**src/rtl/fbp_pkg.sv**
```systemverilog
package fbp_pkg;
  localparam int WORD_W  = 32;
  localparam int NUM_VEC = 4;
  localparam int IDX_W   = $clog2(WORD_W);
  localparam int LEN_W   = 3;
  localparam int VEC_W   = IDX_W + 1 + LEN_W + 1;
  localparam int VSEL_W  = $clog2(NUM_VEC);

  // Field order matches the configuration bit layout, MSB first.
  typedef struct packed {
    logic [IDX_W-1:0] start;
    logic             desc;
    logic [LEN_W-1:0] len_m1;
    logic             stop;
  } pvec_t;

  function automatic logic [IDX_W-1:0] bit_pos(pvec_t v, logic [LEN_W-1:0] off);
    if (v.desc) bit_pos = v.start - IDX_W'(off);
    else        bit_pos = v.start + IDX_W'(off);
  endfunction

  function automatic logic fits(pvec_t v);
    logic [IDX_W:0] hi;
    hi = {1'b0, v.start} + (IDX_W+1)'(v.len_m1);
    if (v.desc) fits = (v.start >= IDX_W'(v.len_m1));
    else        fits = (hi <= (IDX_W+1)'(WORD_W-1));
  endfunction
endpackage

```
**src/rtl/fbp_vec_table.sv**
```systemverilog
module fbp_vec_table
  import fbp_pkg::*;
(
  input  logic [WORD_W-1:0]          cfg_lo,
  input  logic [WORD_W-1:0]          cfg_hi,
  output pvec_t [NUM_VEC-1:0]        vecs,
  output logic  [NUM_VEC-1:0]        vec_ok,
  output logic                       cfg_err
);
  localparam int PER_REG = NUM_VEC / 2;
  localparam int USED_W  = PER_REG * VEC_W;

  logic [NUM_VEC-1:0] stop_v;
  logic [VSEL_W-1:0]  last_sel;
  logic               unused_rsvd;

  assign unused_rsvd = ^{cfg_lo[WORD_W-1:USED_W], cfg_hi[WORD_W-1:USED_W]};

  for (genvar g = 0; g < NUM_VEC; g++) begin : g_vec
    if (g < PER_REG) begin : g_lo
      assign vecs[g] = pvec_t'(cfg_lo[g*VEC_W +: VEC_W]);
    end else begin : g_hi
      assign vecs[g] = pvec_t'(cfg_hi[(g-PER_REG)*VEC_W +: VEC_W]);
    end
    assign vec_ok[g] = fits(vecs[g]);
    assign stop_v[g] = vecs[g].stop;
  end

  // Lowest descriptor carrying a stop flag ends the entry.
  always_comb begin
    last_sel = VSEL_W'(NUM_VEC-1);
    for (int i = NUM_VEC-1; i >= 0; i--) begin
      if (stop_v[i]) last_sel = VSEL_W'(i);
    end
  end

  always_comb begin
    cfg_err = 1'b0;
    for (int i = 0; i < NUM_VEC; i++) begin
      if ((VSEL_W'(i) <= last_sel) && !vec_ok[i]) cfg_err = 1'b1;
    end
  end
endmodule

```
**src/rtl/fbp_tx.sv**
```systemverilog
module fbp_tx
  import fbp_pkg::*;
(
  input  logic                 clk,
  input  logic                 rst_n,
  input  pvec_t [NUM_VEC-1:0]  vecs,
  input  logic  [NUM_VEC-1:0]  vec_ok,
  input  logic  [IDX_W-1:0]    word_len_m1,
  input  logic                 in_valid,
  input  logic  [WORD_W-1:0]   in_data,
  output logic                 in_ready,
  output logic                 bit_valid,
  output logic                 bit_out,
  output logic                 bit_last,
  input  logic                 bit_ready
);
  logic              busy_q, busy_d;
  logic [WORD_W-1:0] word_q;
  logic [VSEL_W-1:0] sel_q, sel_d;
  logic [LEN_W-1:0]  off_q, off_d;
  logic [IDX_W-1:0]  cnt_q, cnt_d;

  pvec_t cur;
  logic  cur_ok, last_vec, field_end, accept, shift, skip, vec_done;

  assign cur       = vecs[sel_q];
  assign cur_ok    = vec_ok[sel_q];
  assign last_vec  = cur.stop || (sel_q == VSEL_W'(NUM_VEC-1));
  assign field_end = (off_q == cur.len_m1);
  assign accept    = in_valid && !busy_q;
  assign shift     = busy_q && cur_ok && bit_ready;
  assign skip      = busy_q && !cur_ok;
  assign vec_done  = skip || (shift && field_end);

  assign in_ready  = !busy_q;
  assign bit_valid = busy_q && cur_ok;
  assign bit_out   = word_q[bit_pos(cur, off_q)];
  assign bit_last  = bit_valid && (cnt_q == word_len_m1);

  always_comb begin
    busy_d = busy_q;
    sel_d  = sel_q;
    off_d  = off_q;
    cnt_d  = cnt_q;
    if (accept) begin
      busy_d = 1'b1;
      sel_d  = '0;
      off_d  = '0;
    end else if (vec_done) begin
      off_d = '0;
      if (last_vec) busy_d = 1'b0;
      else          sel_d  = sel_q + 1'b1;
    end else if (shift) begin
      off_d = off_q + 1'b1;
    end
    if (shift) cnt_d = bit_last ? '0 : cnt_q + 1'b1;
  end

  always_ff @(posedge clk or negedge rst_n) begin
    if (!rst_n) begin
      busy_q <= 1'b0;
      sel_q  <= '0;
      off_q  <= '0;
      cnt_q  <= '0;
    end else begin
      busy_q <= busy_d;
      sel_q  <= sel_d;
      off_q  <= off_d;
      cnt_q  <= cnt_d;
    end
  end

  always_ff @(posedge clk or negedge rst_n) begin
    if (!rst_n)      word_q <= '0;
    else if (accept) word_q <= in_data;
  end

  a_r6_hold_bit: assert property (@(posedge clk) disable iff (!rst_n)
    (bit_valid && !bit_ready) |=> (bit_valid && $stable(bit_out) && $stable(bit_last)));

  a_r5_busy_after_accept: assert property (@(posedge clk) disable iff (!rst_n)
    (in_valid && in_ready) |=> !in_ready);

  a_r4_strobe_on_bit: assert property (@(posedge clk) disable iff (!rst_n)
    bit_last |-> bit_valid);
endmodule

```
**src/rtl/fbp_rx.sv**
```systemverilog
module fbp_rx
  import fbp_pkg::*;
(
  input  logic                 clk,
  input  logic                 rst_n,
  input  pvec_t [NUM_VEC-1:0]  vecs,
  input  logic  [NUM_VEC-1:0]  vec_ok,
  input  logic                 bit_valid,
  input  logic                 bit_in,
  output logic                 bit_ready,
  output logic                 out_valid,
  output logic  [WORD_W-1:0]   out_data,
  input  logic                 out_ready
);
  logic              full_q, full_d;
  logic [WORD_W-1:0] acc_q, acc_d;
  logic [VSEL_W-1:0] sel_q, sel_d;
  logic [LEN_W-1:0]  off_q, off_d;

  pvec_t cur;
  logic  cur_ok, last_vec, field_end, take, skip, vec_done, pop;

  assign cur       = vecs[sel_q];
  assign cur_ok    = vec_ok[sel_q];
  assign last_vec  = cur.stop || (sel_q == VSEL_W'(NUM_VEC-1));
  assign field_end = (off_q == cur.len_m1);
  assign bit_ready = !full_q && cur_ok;
  assign take      = bit_valid && bit_ready;
  assign skip      = !full_q && !cur_ok;
  assign vec_done  = skip || (take && field_end);
  assign pop       = full_q && out_ready;

  assign out_valid = full_q;
  assign out_data  = acc_q;

  always_comb begin
    acc_d  = acc_q;
    full_d = full_q;
    sel_d  = sel_q;
    off_d  = off_q;
    if (pop) begin
      acc_d  = '0;
      full_d = 1'b0;
    end else if (take) begin
      acc_d[bit_pos(cur, off_q)] = bit_in;
    end
    if (vec_done) begin
      off_d = '0;
      if (last_vec) begin
        full_d = 1'b1;
        sel_d  = '0;
      end else begin
        sel_d = sel_q + 1'b1;
      end
    end else if (take) begin
      off_d = off_q + 1'b1;
    end
  end

  always_ff @(posedge clk or negedge rst_n) begin
    if (!rst_n) begin
      full_q <= 1'b0;
      acc_q  <= '0;
      sel_q  <= '0;
      off_q  <= '0;
    end else begin
      full_q <= full_d;
      acc_q  <= acc_d;
      sel_q  <= sel_d;
      off_q  <= off_d;
    end
  end

  a_r9_word_held: assert property (@(posedge clk) disable iff (!rst_n)
    (out_valid && !out_ready) |=> (out_valid && $stable(out_data)));

  a_r9_no_bits_while_full: assert property (@(posedge clk) disable iff (!rst_n)
    out_valid |-> !bit_ready);

  a_r8_cleared_after_pop: assert property (@(posedge clk) disable iff (!rst_n)
    (out_valid && out_ready) |=> (!out_valid && (out_data[WORD_W-1:1] == '0 || $past(take))));
endmodule

```
**src/rtl/fifo_bit_packer.sv**
```systemverilog
module fifo_bit_packer
  import fbp_pkg::*;
(
  input  logic              clk,
  input  logic              rst_n,
  input  logic [WORD_W-1:0] tx_cfg_lo,
  input  logic [WORD_W-1:0] tx_cfg_hi,
  input  logic [WORD_W-1:0] rx_cfg_lo,
  input  logic [WORD_W-1:0] rx_cfg_hi,
  input  logic [IDX_W-1:0]  tx_word_len_m1,
  input  logic              tx_valid,
  input  logic [WORD_W-1:0] tx_data,
  output logic              tx_ready,
  output logic              ser_tx_valid,
  output logic              ser_tx_bit,
  output logic              ser_tx_last,
  input  logic              ser_tx_ready,
  output logic              tx_cfg_err,
  input  logic              ser_rx_valid,
  input  logic              ser_rx_bit,
  output logic              ser_rx_ready,
  output logic              rx_valid,
  output logic [WORD_W-1:0] rx_data,
  input  logic              rx_ready,
  output logic              rx_cfg_err
);
  localparam int SYNC_STAGES = 2;

  logic [SYNC_STAGES-1:0] rst_sync_q;
  logic                   core_rst_n;

  // Reset asserts asynchronously, releases on a clock edge.
  always_ff @(posedge clk or negedge rst_n) begin
    if (!rst_n) rst_sync_q <= '0;
    else        rst_sync_q <= {rst_sync_q[SYNC_STAGES-2:0], 1'b1};
  end
  assign core_rst_n = rst_sync_q[SYNC_STAGES-1];

  pvec_t [NUM_VEC-1:0] tx_vecs, rx_vecs;
  logic  [NUM_VEC-1:0] tx_ok, rx_ok;

  fbp_vec_table u_tx_tbl (
    .cfg_lo (tx_cfg_lo),
    .cfg_hi (tx_cfg_hi),
    .vecs   (tx_vecs),
    .vec_ok (tx_ok),
    .cfg_err(tx_cfg_err)
  );

  fbp_vec_table u_rx_tbl (
    .cfg_lo (rx_cfg_lo),
    .cfg_hi (rx_cfg_hi),
    .vecs   (rx_vecs),
    .vec_ok (rx_ok),
    .cfg_err(rx_cfg_err)
  );

  fbp_tx u_tx (
    .clk        (clk),
    .rst_n      (core_rst_n),
    .vecs       (tx_vecs),
    .vec_ok     (tx_ok),
    .word_len_m1(tx_word_len_m1),
    .in_valid   (tx_valid),
    .in_data    (tx_data),
    .in_ready   (tx_ready),
    .bit_valid  (ser_tx_valid),
    .bit_out    (ser_tx_bit),
    .bit_last   (ser_tx_last),
    .bit_ready  (ser_tx_ready)
  );

  fbp_rx u_rx (
    .clk      (clk),
    .rst_n    (core_rst_n),
    .vecs     (rx_vecs),
    .vec_ok   (rx_ok),
    .bit_valid(ser_rx_valid),
    .bit_in   (ser_rx_bit),
    .bit_ready(ser_rx_ready),
    .out_valid(rx_valid),
    .out_data (rx_data),
    .out_ready(rx_ready)
  );
endmodule

```
**config.mk**
```make
export PLATFORM = sky130hd
export DESIGN_NAME = fifo_bit_packer
export DESIGN_NICKNAME = d
export VERILOG_FILES = /design/src/rtl/fbp_pkg.sv /design/src/rtl/fbp_vec_table.sv /design/src/rtl/fbp_tx.sv /design/src/rtl/fbp_rx.sv /design/src/rtl/fifo_bit_packer.sv
export SDC_FILE = /design/constraint.sdc
export NUM_CORES = 1
export LEC_CHECK = 0
export BUFFER_PORTS_ARGS = -buffer_cell sky130_fd_sc_hd__buf_2
export CORE_ASPECT_RATIO = 0.8
export CORE_MARGIN = 2
export CORE_UTILIZATION = 47
export CTS_CLUSTER_DIAMETER = 30
export CTS_CLUSTER_SIZE = 14
export DETAILED_ROUTE_END_ITERATION = 10
export PLACE_DENSITY = 0.78
export SYNTH_ARGS = -nofsm -noshare
export SYNTH_HDL_FRONTEND = slang
export SYNTH_SLANG_ARGS = --single-unit
```
**constraint.sdc**
```tcl
create_clock -name clk -period 6.23 [get_ports clk]
set_input_delay 1.869 -clock clk [delete_from_list [all_inputs] [get_ports clk]]
set_output_delay 1.869 -clock clk [all_outputs]
set_load 0.05 [all_outputs]
```
# ---- Word level (Yosys, flattened, before mapping)
# Index checks and enable logic that the tools add are counted.
dict set report op_classes {
  addsub 17
  n_lt_le_gt_ge 29
  n_eq_ne 6
  mux 57
  n_reduce_logical 43
}
# op count
set op_table {}
lappend op_table {{2-to-1 mux 32 bit} 2}
lappend op_table {{adder 5 x 3 -> 6 bit} 8}
lappend op_table {{<= comparator 6 x 5 -> 1 bit, second input constant} 8}
lappend op_table {{binary-select mux 10 bit (select 2 bit)} 2}
lappend op_table {{>= comparator 5 x 3 -> 1 bit} 8}
lappend op_table {{bitwise mux 32 bit} 1}
lappend op_table {{2-to-1 mux 1 bit} 28}
lappend op_table {{2-to-1 mux 5 bit} 5}
lappend op_table {{logical AND 1 bit} 20}
lappend op_table {{2-to-1 mux 10 bit} 2}
lappend op_table {{2-to-1 mux 2 bit} 8}
lappend op_table {{2-to-1 mux 3 bit} 5}
lappend op_table {{logical NOT 1 bit} 12}
lappend op_table {{less-than comparator 5 x 6 -> 1 bit, second input constant} 2}
lappend op_table {{adder 5 x 3 -> 5 bit} 2}
lappend op_table {{subtractor 5 x 3 -> 5 bit} 2}
lappend op_table {{<= comparator 1 x 2 -> 1 bit, first input constant} 4}
lappend op_table {{<= comparator 2 bit, first input constant} 4}
lappend op_table {{nonzero test 2 bit} 4}
lappend op_table {{adder 3 x 1 -> 3 bit, second input constant} 2}
lappend op_table {{equality test 3 bit} 2}
lappend op_table {{less-than comparator 2 x 3 -> 1 bit, second input constant} 2}
lappend op_table {{adder 5 x 1 -> 5 bit, second input constant} 1}
lappend op_table {{binary-select mux 1 bit (select 5 bit)} 1}
lappend op_table {{10 further kinds} 17}
dict set report totals {
  regBits 83
  input_bits 172
  out_inout_bits 40
  elab_cells 162
}

# ---- Logic depth before layout (Yosys ltp)
# Gate-level depths: netlist (run 1).
dict set report logic_depth {
  depth_word 16
  mapped_depth 13
  ltp_nobuf 11
}

# ---- Hierarchy
# From an unflattened synthesis (run 1), not the netlist that was laid out.
dict set report hier_totals {
  cells_unflattened 748
  area_unflattened_um2 7111.8
}
# module n_inst cells_per_inst area_each_um2 seq_area_each_um2
set by_module_without_submodules {}
lappend by_module_without_submodules {fbp_tx 1 279 2685.1 1076.0}
lappend by_module_without_submodules {fbp_rx 1 224 2518.7 950.9}
lappend by_module_without_submodules {fbp_vec_table 2 121 927.1 0.0}
lappend by_module_without_submodules {fifo_bit_packer 1 3 53.8 50.0}

# ---- Least setup slack after synthesis (run 1)
# No wires, ideal clock.
dict set report synth_path {
  path_type {input to output}
  start {input tx_cfg_hi[14]}
  end {output ser_tx_bit}
  t_arrival_ps 4380
  required_ps 4361
  setup_slack_ps -19
  stages 8
  path_buffers 1
  cell_sequence {mux4_2 > mux2_2 > fa_1 > clkbuf_1 > mux4_2 > mux2i_1 > mux2i_1 > mux2_2}
}
dict set report synth_between {
  elab_chain_len 5
}
# item line_no
set synth_rtl {}
lappend synth_rtl {{start, declared} fifo_bit_packer.sv:7} ;# input logic [WORD_W-1:0] tx_cfg_hi,
lappend synth_rtl {{binary-select mux 10 bit (select 2 bit)} fbp_tx.sv:26} ;# assign cur = vecs[sel_q];
lappend synth_rtl {{2-to-1 mux 10 bit (not written as such)} fbp_tx.sv:26}
lappend synth_rtl {{2-to-1 mux 5 bit} fbp_pkg.sv:18} ;# if (v.desc) bit_pos = v.start - IDX_W'(off);
lappend synth_rtl {{binary-select mux 1 bit (select 5 bit)} fbp_tx.sv:37} ;# assign bit_out = word_q[bit_pos(cur, off_q)];
lappend synth_rtl {{2-to-1 mux 1 bit (not written as such)} fbp_tx.sv:37}
lappend synth_rtl {{end, declared} fifo_bit_packer.sv:15} ;# output logic ser_tx_bit,
# No other way between the ends. The select of a mux whose other input is x is not followed.

# ---- Worst setup path after layout (run 1)
# Ends and elaborated chain as after synthesis.

==> impl_metrics.json, run 1 <==
{
  "critPathArrivalTime_ns": 4.50,
  "ys_seq_area_share_pct": 32.7,
  "ys_top_cells_by_count": "dfrtp_1, ha_1, inv_1",
  "syn_nets": 842,
  "critPathCaptureType": "output port",
  "skew_ns": 0.00911,
  "report.power.total_mw": 3.99,
  "die-width_um": 134,
  "dpl_cell_area_mm2": 0.00741,
  "dr.pass1.iters": 5,
  "gr-total-overflow": 0,
  "grt_setup_unrepaired": "true",
  "synth_ff_type": "dfrtp_1",
  "core_mm2": 0.0130,
  "gp_congestion": 0.961,
  "status": "finished, violations left",
  "setup_viol": 1,
  "fmax_mhz": 157,
  "grt_pass1_vias": 5188,
  "clock-root-buffer": "clkbuf_16",
  "cp_max_fo": 8,
  "dieArea_mm2": 0.0145,
  "synthesis.area_mm2": 0.00635,
  "ys_seq_elements": 83,
  "cts_made_buffers": 9,
  "viasPerCell": 5.54,
  "critical_path_required_ns": 4.36,
  "initial_utilization_pct": 48.9,
  "grt_antenna_before_repair": 0,
  "cts_tree": "done",
  "synth_top_area_share_pct": 32.7,
  "finalHoldViolations": 0,
  "r2r-end": "u_rx.out_data[21]$_DFFE_PN0P_",
  "leakagePower_nw": 3.87,
  "r2r_cells": 9,
  "final_net_count": 1006,
  "antenna_cells": 0,
  "period_share_pct": 102,
  "violations": "negative setup slack",
  "grt_max_degree": 82,
  "hold_path_depth": 0,
  "cts_buffer_depth": 2,
  "ant_nets": 0,
  "maxCapViolCount": 0,
  "insertion_delay_ns": 0.34,
  "synth-edff-count": 0,
  "htree_levels": 3,
  "die_h_um": 108,
  "ios": 212,
  "whs_ns": 0.357,
  "drive_gt1_share_pct": 35.0,
  "drt_iter0_drc": 345,
  "drv_slew": 0,
  "max_slew_margin_pct": 30.6,
  "post-route-min-period_ns": 6.37,
  "vias": 5251,
  "criticalPathCategory": "input pin to output port",
  "cts_setup_buffers": 0,
  "area_delta_synth_final_pct": 21.9,
  "synthArstFlopShare_pct": 100,
  "avgSynthCellArea_um2": 10.5,
  "synth_top_area_cell": "dfrtp_1",
  "vdd_ir_drop_max_uv": 307,
  "worst_slew_pin_slew_ns": 1.04,
  "worstHoldStart": "rst_sync_q[0]$_DFF_PN0_",
  "synth_area_leaders": "dfrtp_1, ha_1, mux4_2",
  "r2r_setup_slack_ns": 2.28,
  "stdcell_area_mm2": 0.00775,
  "synth_warnings": 0,
  "worstHoldEndpoint": "rst_sync_q[1]$_DFF_PN0_",
  "min_path_type": "flip-flop to flip-flop",
  "gr-usage-all-layers_pct": 23.4,
  "syn_inst": 603,
  "tns_ns": -0.141,
  "cellPowerDensity_mw_per_mm2": 514,
  "synth_most_common_cell": "dfrtp_1",
  "hpwlAfterDp_mm": 12.7,
  "wirelength_mm": 16.3,
  "portBuffers": 163,
  "core.rowCount": 37,
  "synthDistinctLibCells": 59,
  "finalWorstSetupSlack_ns": -0.141,
  "drc_errors": 0,
  "reg2reg_from": "u_rx.sel_q[0]$_DFFE_PN0P_",
  "cts.sinks": 83,
  "grt_pass1_wl_mm": 26.8,
  "wl_per_cell_um": 17.3,
  "cp-start-kind": "input pin",
  "cts.clk_slew.worst_paths_ns": 0.07
}
## final cells by class
type                       count  area [um2]
clock buffer                   9         225
clock inverter                 7        70.1
fill                        1095        5260
inverter                      49         184
multi-input combinational    447        4000
sequential                    83        2080
tap                          175         219
timing repair buffer         177         968
## critical path, stage by stage
cell	delay, ns
buf_6	0.10
mux4_2	0.51
mux2_4	0.33
fa_2	0.56
buf_12	0.13
mux4_2	0.30
mux2i_1	0.14
mux2i_1	0.10
mux2_4	0.29
buf_8	0.15
## per-stage QoR
stage	cells	setup slack, ns	util, %
2_1_floorplan	603	0.108	-
3_3_place_gp	931	-0.204	56.9
3_5_place_dp	931	-0.185	56.9
4_1_cts	947	-0.130	59.5
5_1_grt	947	-0.242	59.6
6_report	947	-0.141	59.6
## cells by family (layout without fill, tap and decap cells)
kind of cell / after synthesis / in the layout / synth area share [%]
mux: 106 / 106 / 23.0
fa+ha+maj: 67 / 67 / 13.4
simple gates: 176 / 176 / 14.8
buf+inv: 73 / 242 / 4.55
other cells: 1 / 1 / 0.0590
flops: 83 / 83 / 32.7
compound gates: 78 / 78 / 8.39
xor+xnor: 19 / 19 / 3.07
## placed cells by master (no fill, tap or decap), types with 5 or more instances in the layout
master       n
nor2b_1     13
o21ai_0     24
xnor2_1     11
mux2i_1     42
inv_1       48
buf_2      158
xor2_1       6
nand3_1     45
a21oi_1     14
o311ai_0     6
mux2_2      34
nor4b_1      5
a21o_1       5
nor3b_1     12
mux4_2      26
nor3_1       9
nor2_1      20
ha_1        65
nand2_1     47
buf_4       13
clkbuf_16    9
dfrtp_1     82
## state kept, by name, summed over array words and instances (netlist names)
name / count
u_tx.sel_q: 2
u_tx.word_q: 32
u_rx.out_valid: 1
u_tx.cnt_q: 5
u_rx.out_data: 32
u_tx.off_q: 3
rst_sync_q: 2
u_tx.busy_q: 1
u_rx.sel_q: 2
u_rx.off_q: 3
## worst max path at each step
stage,from,end,slack [ns],depth (start not counted)
2_1_floorplan,tx_cfg_hi[14],ser_tx_bit,0.11,8
5_1_grt,tx_cfg_hi[14],ser_tx_bit,-0.24,10
6_report,tx_cfg_hi[14],ser_tx_bit,-0.14,10
3_5_place_dp,tx_cfg_hi[14],ser_tx_bit,-0.19,10
3_3_place_gp,tx_cfg_hi[14],ser_tx_bit,-0.20,10
4_1_cts,tx_cfg_hi[14],ser_tx_bit,-0.13,10
## metal layers
metal | wire length (um) | vias to the layer above | share of wire, % | track usage (%)
li1 | - | 2539 | - | -
met1 | 7970 | 2563 | 49 | 34.8
met2 | 7290 | 136 | 45 | 35.1
met3 | 910 | 13 | 5.6 | 5.06
met4 | 173 | 0 | 1.1 | 5.40
met5 | 0 | - | 0 | 0
## timing repair
action,4_1_cts,5_1_grt
pin swaps,1,0
gates resized for setup,8,2
hold endpoints to repair,0,0
hold buffers,0,0
endpoints found under the setup margin,1,1
## report_power, final
group	switching (mW)	internal, mW	total (mW)
registers	0.193	0.735	0.928
logic	1.42	1.11	2.53
clock network	0.244	0.280	0.525
total	1.86	2.13	3.99
(Power assumes the default switching activity.)
==> run 2, diff against run 1 <==
RECOVER_POWER = 100   (was unset)
TNS_END_PERCENT = 20   (was unset)
==> run 2 against run 1 <==
Effect of this change:
- sequential power is essentially flat
- critical path depth is the same
- worst hold slack barely moved
- largest cell class unchanged
- sequential cell count unchanged
- clock power about the same
- total power down 0.53%
- utilization decreased by 0.52 points
- the run ends with max-capacitance violations, max-slew violations, negative setup slack left
- non-clock buffer count unchanged
==> impl_metrics.json, run 2 (same netlist as run 1, synthesis figures left out) <==
{
  "core.rowCount": 37,
  "setup_viol": 1,
  "status": "finished, violations left",
  "wirelength_mm": 16.4,
  "cts_buffer_depth": 2,
  "post-route-min-period_ns": 6.37,
  "utilization_pct": 59.0,
  "cts_tree": "done",
  "cts.clk_slew.worst_paths_ns": 0.07,
  "grt_antenna_before_repair": 0,
  "dieArea_mm2": 0.0145,
  "final_net_count": 1006,
  "critPathCaptureType": "output port",
  "core_mm2": 0.0130,
  "initial_utilization_pct": 48.9,
  "min_path_type": "flip-flop to flip-flop",
  "violations": "max-capacitance violations, max-slew violations, negative setup slack",
  "area_delta_synth_final_pct": 20.9,
  "drt_iter0_drc": 372,
  "pre_cts_slack_ns": -0.185,
  "drv_slew": 116,
  "hpwlAfterDp_mm": 12.7,
  "grt_setup_unrepaired": "true",
  "grt_max_degree": 82,
  "tns_ns": -0.135,
  "cp-start-kind": "input pin",
  "worst_slew_pin_slew_ns": 3.21,
  "leakagePower_nw": 3.70,
  "insertion_delay_ns": 0.34,
  "critPathArrivalTime_ns": 4.50,
  "fillers": 1125,
  "dp_cells": 931,
  "finalWorstSetupSlack_ns": -0.135,
  "grt_pass1_wl_mm": 26.8,
  "dpl_cell_area_mm2": 0.00741,
  "cellPowerDensity_mw_per_mm2": 516,
  "viasPerCell": 5.59,
  "gp_congestion": 0.961,
  "whs_ns": 0.357,
  "fmax_mhz": 157,
  "final_cells": 947,
  "report.power.total_mw": 3.97,
  "max_slew_margin_pct": -114,
  "antenna_cells": 0,
  "ios": 212,
  "clock-root-buffer": "clkbuf_16",
  "cp_max_fo": 8,
  "die_h_um": 108,
  "grt_pass1_vias": 5188,
  "dr.pass1.iters": 5,
  "wl_per_cell_um": 17.3,
  "criticalPathCategory": "input pin to output port",
  "stdcell_area_mm2": 0.00768,
  "cts_hold_buffers": 0,
  "finalHoldViolations": 0,
  "ant_nets": 0,
  "critical_path_required_ns": 4.36,
  "maxCapViolCount": 2,
  "portBuffers": 163,
  "skew_ns": 0.00949,
  "drive_gt1_share_pct": 29.3,
  "vias": 5291,
  "period_share_pct": 102,
  "cts.sinks": 83,
  "drc_errors": 0,
  "final_cell_mix": "buf_2, dfrtp_1, ha_1",
  "gr-usage-all-layers_pct": 23.4,
  "final_common_cell": "buf_2",
  "die-width_um": 134,
  "vdd_ir_drop_max_uv": 308,
  "cts_made_buffers": 9,
  "gr-total-overflow": 0,
  "htree_levels": 3
}
## run 2: cell types whose count changed in the layout (fill, tap and decap cells not counted), sizes merged
| cell | delta |
|---|---|
| buf | -44 |
| clkbuf | +44 |
## run 2: repair_timing
item | CTS | global route
gates resized for setup | 8 | 2
buffers inserted | 0 | 0
pin swaps | 1 | 0
setup endpoints to repair | 1 | 1
## run 2: power breakdown
group          switching [mW]  leakage [nW]  internal, mW
registers               0.194          1.05         0.735
clock network           0.243         0.135         0.280
logic                    1.42          2.51          1.09
## run 2: path summary, 6_finish.rpt
path	start	endpoint	slack [ns]	cells past startpoint
max	tx_cfg_hi[14]	ser_tx_bit	-0.14	10
min	rst_sync_q[0]$_DFF_PN0_	rst_sync_q[1]$_DFF_PN0_	0.36	0
max reg2reg	u_rx.sel_q[0]$_DFFE_PN0P_	u_rx.out_data[21]$_DFFE_PN0P_	2.24	9
min reg2reg	rst_sync_q[0]$_DFF_PN0_	rst_sync_q[1]$_DFF_PN0_	0.36	0
max in group asynchronous	rst_sync_q[1]$_DFF_PN0_	u_tx.sel_q[0]$_DFFE_PN0P_	3.05	0
min in group asynchronous	rst_n	rst_sync_q[1]$_DFF_PN0_	1.30	1
## run 2: routing by layer
layer | part of all wire (%) | up-vias | GRT usage, % | routed length (um)
li1 | - | 2541 | - | -
met1 | 48 | 2567 | 34.8 | 7880
met2 | 45 | 170 | 35.1 | 7290
met3 | 6.2 | 13 | 5.06 | 1010
met4 | 1.1 | 0 | 5.40 | 182
met5 | 0 | - | 0 | 0
## run 2: final cells by class
cell class                 instances  area [um2]  share of cell area, %
inverter                          49         184                   2.39
timing repair buffer             177         912                   11.9
tap                              175         219                   2.85
clock inverter                     7        70.1                  0.912
clock buffer                       9         225                   2.93
multi-input combinational        447        3990                   52.0
sequential                        83        2080                   27.0
## run 2: critical path, cell delays in order
cell	delay (ns)
buf_6	0.09
mux4_2	0.51
mux2_4	0.33
fa_2	0.56
buf_12	0.13
mux4_2	0.30
mux2i_1	0.14
mux2i_1	0.10
mux2_4	0.29
buf_8	0.15
==> run 3, diff against run 2 <==
CELL_PAD_IN_SITES_DETAIL_PLACEMENT = 0   (was unset)
CELL_PAD_IN_SITES_GLOBAL_PLACEMENT = 2   (was unset)
CORE_UTILIZATION = 28   (was 47)
PLACE_DENSITY = unset   (was 0.78)
PLACE_DENSITY_LB_ADDON = 0.1   (was unset)
==> run 3 against run 2 <==
Effect of this change:
- the flow still finishes with violations (max-capacitance violations, max-slew violations, negative setup slack)
- maximum frequency decreased by 0.84%
- clock power increased by 6.5%
- register-to-register slack got worse by 0.11 ns
- final cell count increased by 14%
- routed wire length increased by 14%
- clock skew about the same
- largest power group unchanged
- critical endpoint unchanged
- utilization decreased by 24 points
- total power increased by 3.5%
- setup slack got worse by 0.054 ns
- sequential share of layout area decreased by 0.73 points
- first-iteration DRC count decreased by 30%
- via count decreased by 1.2%
==> impl_metrics.json, run 3 (same netlist as run 1, synthesis figures left out) <==
{
  "status": "finished, violations left",
  "violations": "max-capacitance violations, max-slew violations, negative setup slack",
  "path_depth": 10,
  "crit_slowest_cell": "fa_1",
  "grt_setup_unrepaired": "true",
  "vias": 5229,
  "max_slew_margin_pct": -131,
  "ant_nets": 0,
  "cts_hold_buffers": 0,
  "post-route-min-period_ns": 6.42,
  "worstHoldEndpoint": "rst_sync_q[1]$_DFF_PN0_",
  "cts.clk_slew.worst_paths_ns": 0.07,
  "grt_max_degree": 82,
  "gr-total-overflow": 0,
  "die_h_um": 139,
  "final_common_cell": "buf_2",
  "maxCapViolCount": 2,
  "cellPowerDensity_mw_per_mm2": 520,
  "critPathTopFamily": "multiplexers",
  "grt_pass1_vias": 5201,
  "finalHoldViolations": 0,
  "cts_buffer_depth": 2,
  "cp-start-kind": "input pin",
  "utilization_pct": 35.3,
  "ios": 212,
  "max_stage_delay_ns": 0.57,
  "critPathArrivalTime_ns": 4.55,
  "finalWorstSetupSlack_ns": -0.189,
  "drc_errors": 0,
  "area_delta_synth_final_pct": 24.2,
  "r2r-end": "u_rx.out_data[7]$_DFFE_PN0P_",
  "reg2reg_from": "u_rx.sel_q[0]$_DFFE_PN0P_",
  "portBuffers": 163,
  "hold_path_depth": 0,
  "period_share_pct": 103,
  "hpwlAfterDp_mm": 14.5,
  "worstHoldStart": "rst_sync_q[0]$_DFF_PN0_",
  "route.met2.wl_mm": 7.94,
  "antenna_cells": 0,
  "worst_slew_pin_slew_ns": 3.46,
  "skew_ns": 0.00905,
  "r2r_cells": 9,
  "dr.pass1.iters": 4,
  "cp_max_fo": 8,
  "critPathBufInv": 3,
  "grt_pass1_wl_mm": 29.2,
  "viasPerCell": 4.84,
  "cts.sinks": 83,
  "initial_utilization_pct": 28.4,
  "criticalPathCategory": "input pin to output port",
  "core.rowCount": 49,
  "whs_ns": 0.351,
  "vdd_ir_drop_max_uv": 329,
  "cts_tree": "done",
  "drive_gt1_share_pct": 29.4,
  "gp_congestion": 0.821,
  "dieArea_mm2": 0.0239,
  "fillers": 2352,
  "die-width_um": 172,
  "drv_slew": 116,
  "drt-met1-wl_mm": 9.60,
  "min_path_type": "flip-flop to flip-flop",
  "regArea_mm2": 0.00208,
  "critPathCaptureType": "output port",
  "gr-usage-all-layers_pct": 15.8,
  "insertion_delay_ns": 0.35,
  "path_cells": "buf_6 > mux4_2 > mux2_4 > fa_1 > buf_12 > mux4_2 > mux2i_2 > mux2i_1 > mux2_4 > buf_8",
  "pre_cts_slack_ns": -0.298,
  "top_layer_used": "met4",
  "wl_per_cell_um": 17.2,
  "cts_made_buffers": 9,
  "r2r_setup_slack_ns": 2.13,
  "clock-root-buffer": "clkbuf_16",
  "grt_antenna_before_repair": 0,
  "setup_viol": 1,
  "fmax_mhz": 156,
  "wirelength_mm": 18.6,
  "leakagePower_nw": 3.73,
  "core_mm2": 0.0224,
  "drt_iter0_drc": 260,
  "final_cell_mix": "buf_2, dfrtp_1, ha_1",
  "wl_met3_um": 881,
  "htree_levels": 3,
  "critical_path_required_ns": 4.36,
  "final_net_count": 1009,
  "multiInputGateArea_mm2": 0.00400
}
[run 3: cell count changes in the layout (fill, tap and decap cells not counted), sizes merged]
cell      previous run  this run
clkinv               1         5
clkbuf              53        52
inv                 52        51
buf                133       137
clkinvlp             3         0
[run 3: cell type report]
| type | instances | area share, % |
|---|---|---|
| flip-flops and latches | 83 | 26.3 |
| well taps | 306 | 4.85 |
| clock buffers | 9 | 2.85 |
| clock inverters | 7 | 1.03 |
| multi-input cells | 447 | 50.6 |
| repair buffers | 180 | 12.0 |
| inverters | 49 | 2.33 |
[run 3: worst max path at each step]
| stage | from | endpoint | slack (ns) |
|---|---|---|---|
| 6_report | tx_cfg_hi[14] | ser_tx_bit | -0.19 |
| 2_1_floorplan | tx_cfg_hi[14] | ser_tx_bit | 0.11 |
| 3_5_place_dp | tx_cfg_hi[4] | ser_tx_bit | -0.30 |
| 5_1_grt | tx_cfg_hi[14] | ser_tx_bit | -0.30 |
| 3_3_place_gp | tx_cfg_hi[4] | ser_tx_bit | -0.31 |
| 4_1_cts | tx_cfg_hi[14] | ser_tx_bit | -0.26 |
[run 3: worst register-to-register path, stage by stage, from the launching register on]
cell and delay (ns):
dfrtp_1 0.85, mux4_2 0.69, mux2i_1 0.33, ha_1 0.29
nor2b_1 0.13, o21ai_0 0.18, nor3b_1 0.76, o21a_1 0.38
nand3_1 0.15, mux2i_1 0.19
[run 3: timing repair]
action	in CTS	in global routing
buffers inserted	1	0
resized for setup	12	1
setup endpoints to repair	1	1
pin swaps	1	1
[run 3: where the power goes]
| group | switching, mW | total [mW] | internal [mW] |
|---|---|---|---|
| Clock | 0.272 | 0.557 | 0.285 |
| Sequential | 0.194 | 0.928 | 0.734 |
| Combinational | 1.49 | 2.62 | 1.13 |
[run 3: per-layer routing]
layer,GRT usage (%),up-vias
li1,-,2539
met5,0,-
met2,22.4,129
met3,2.83,14
met4,3.80,0
met1,24.7,2547
[run 3: per-stage QoR]
stage | area [um2] | setup TNS, ns | total power [mW] | instances
after floorplan | 6360 | 0 | 2.79 | 603
after global placement | 7600 | -0.313 | 3.46 | 1064
after detailed placement | 7600 | -0.298 | 3.50 | 1064
after CTS | 7960 | -0.264 | 4.17 | 1081
after global routing | 7900 | -0.477 | 4.40 | 1081
final | 7900 | -0.189 | 4.10 | 1081
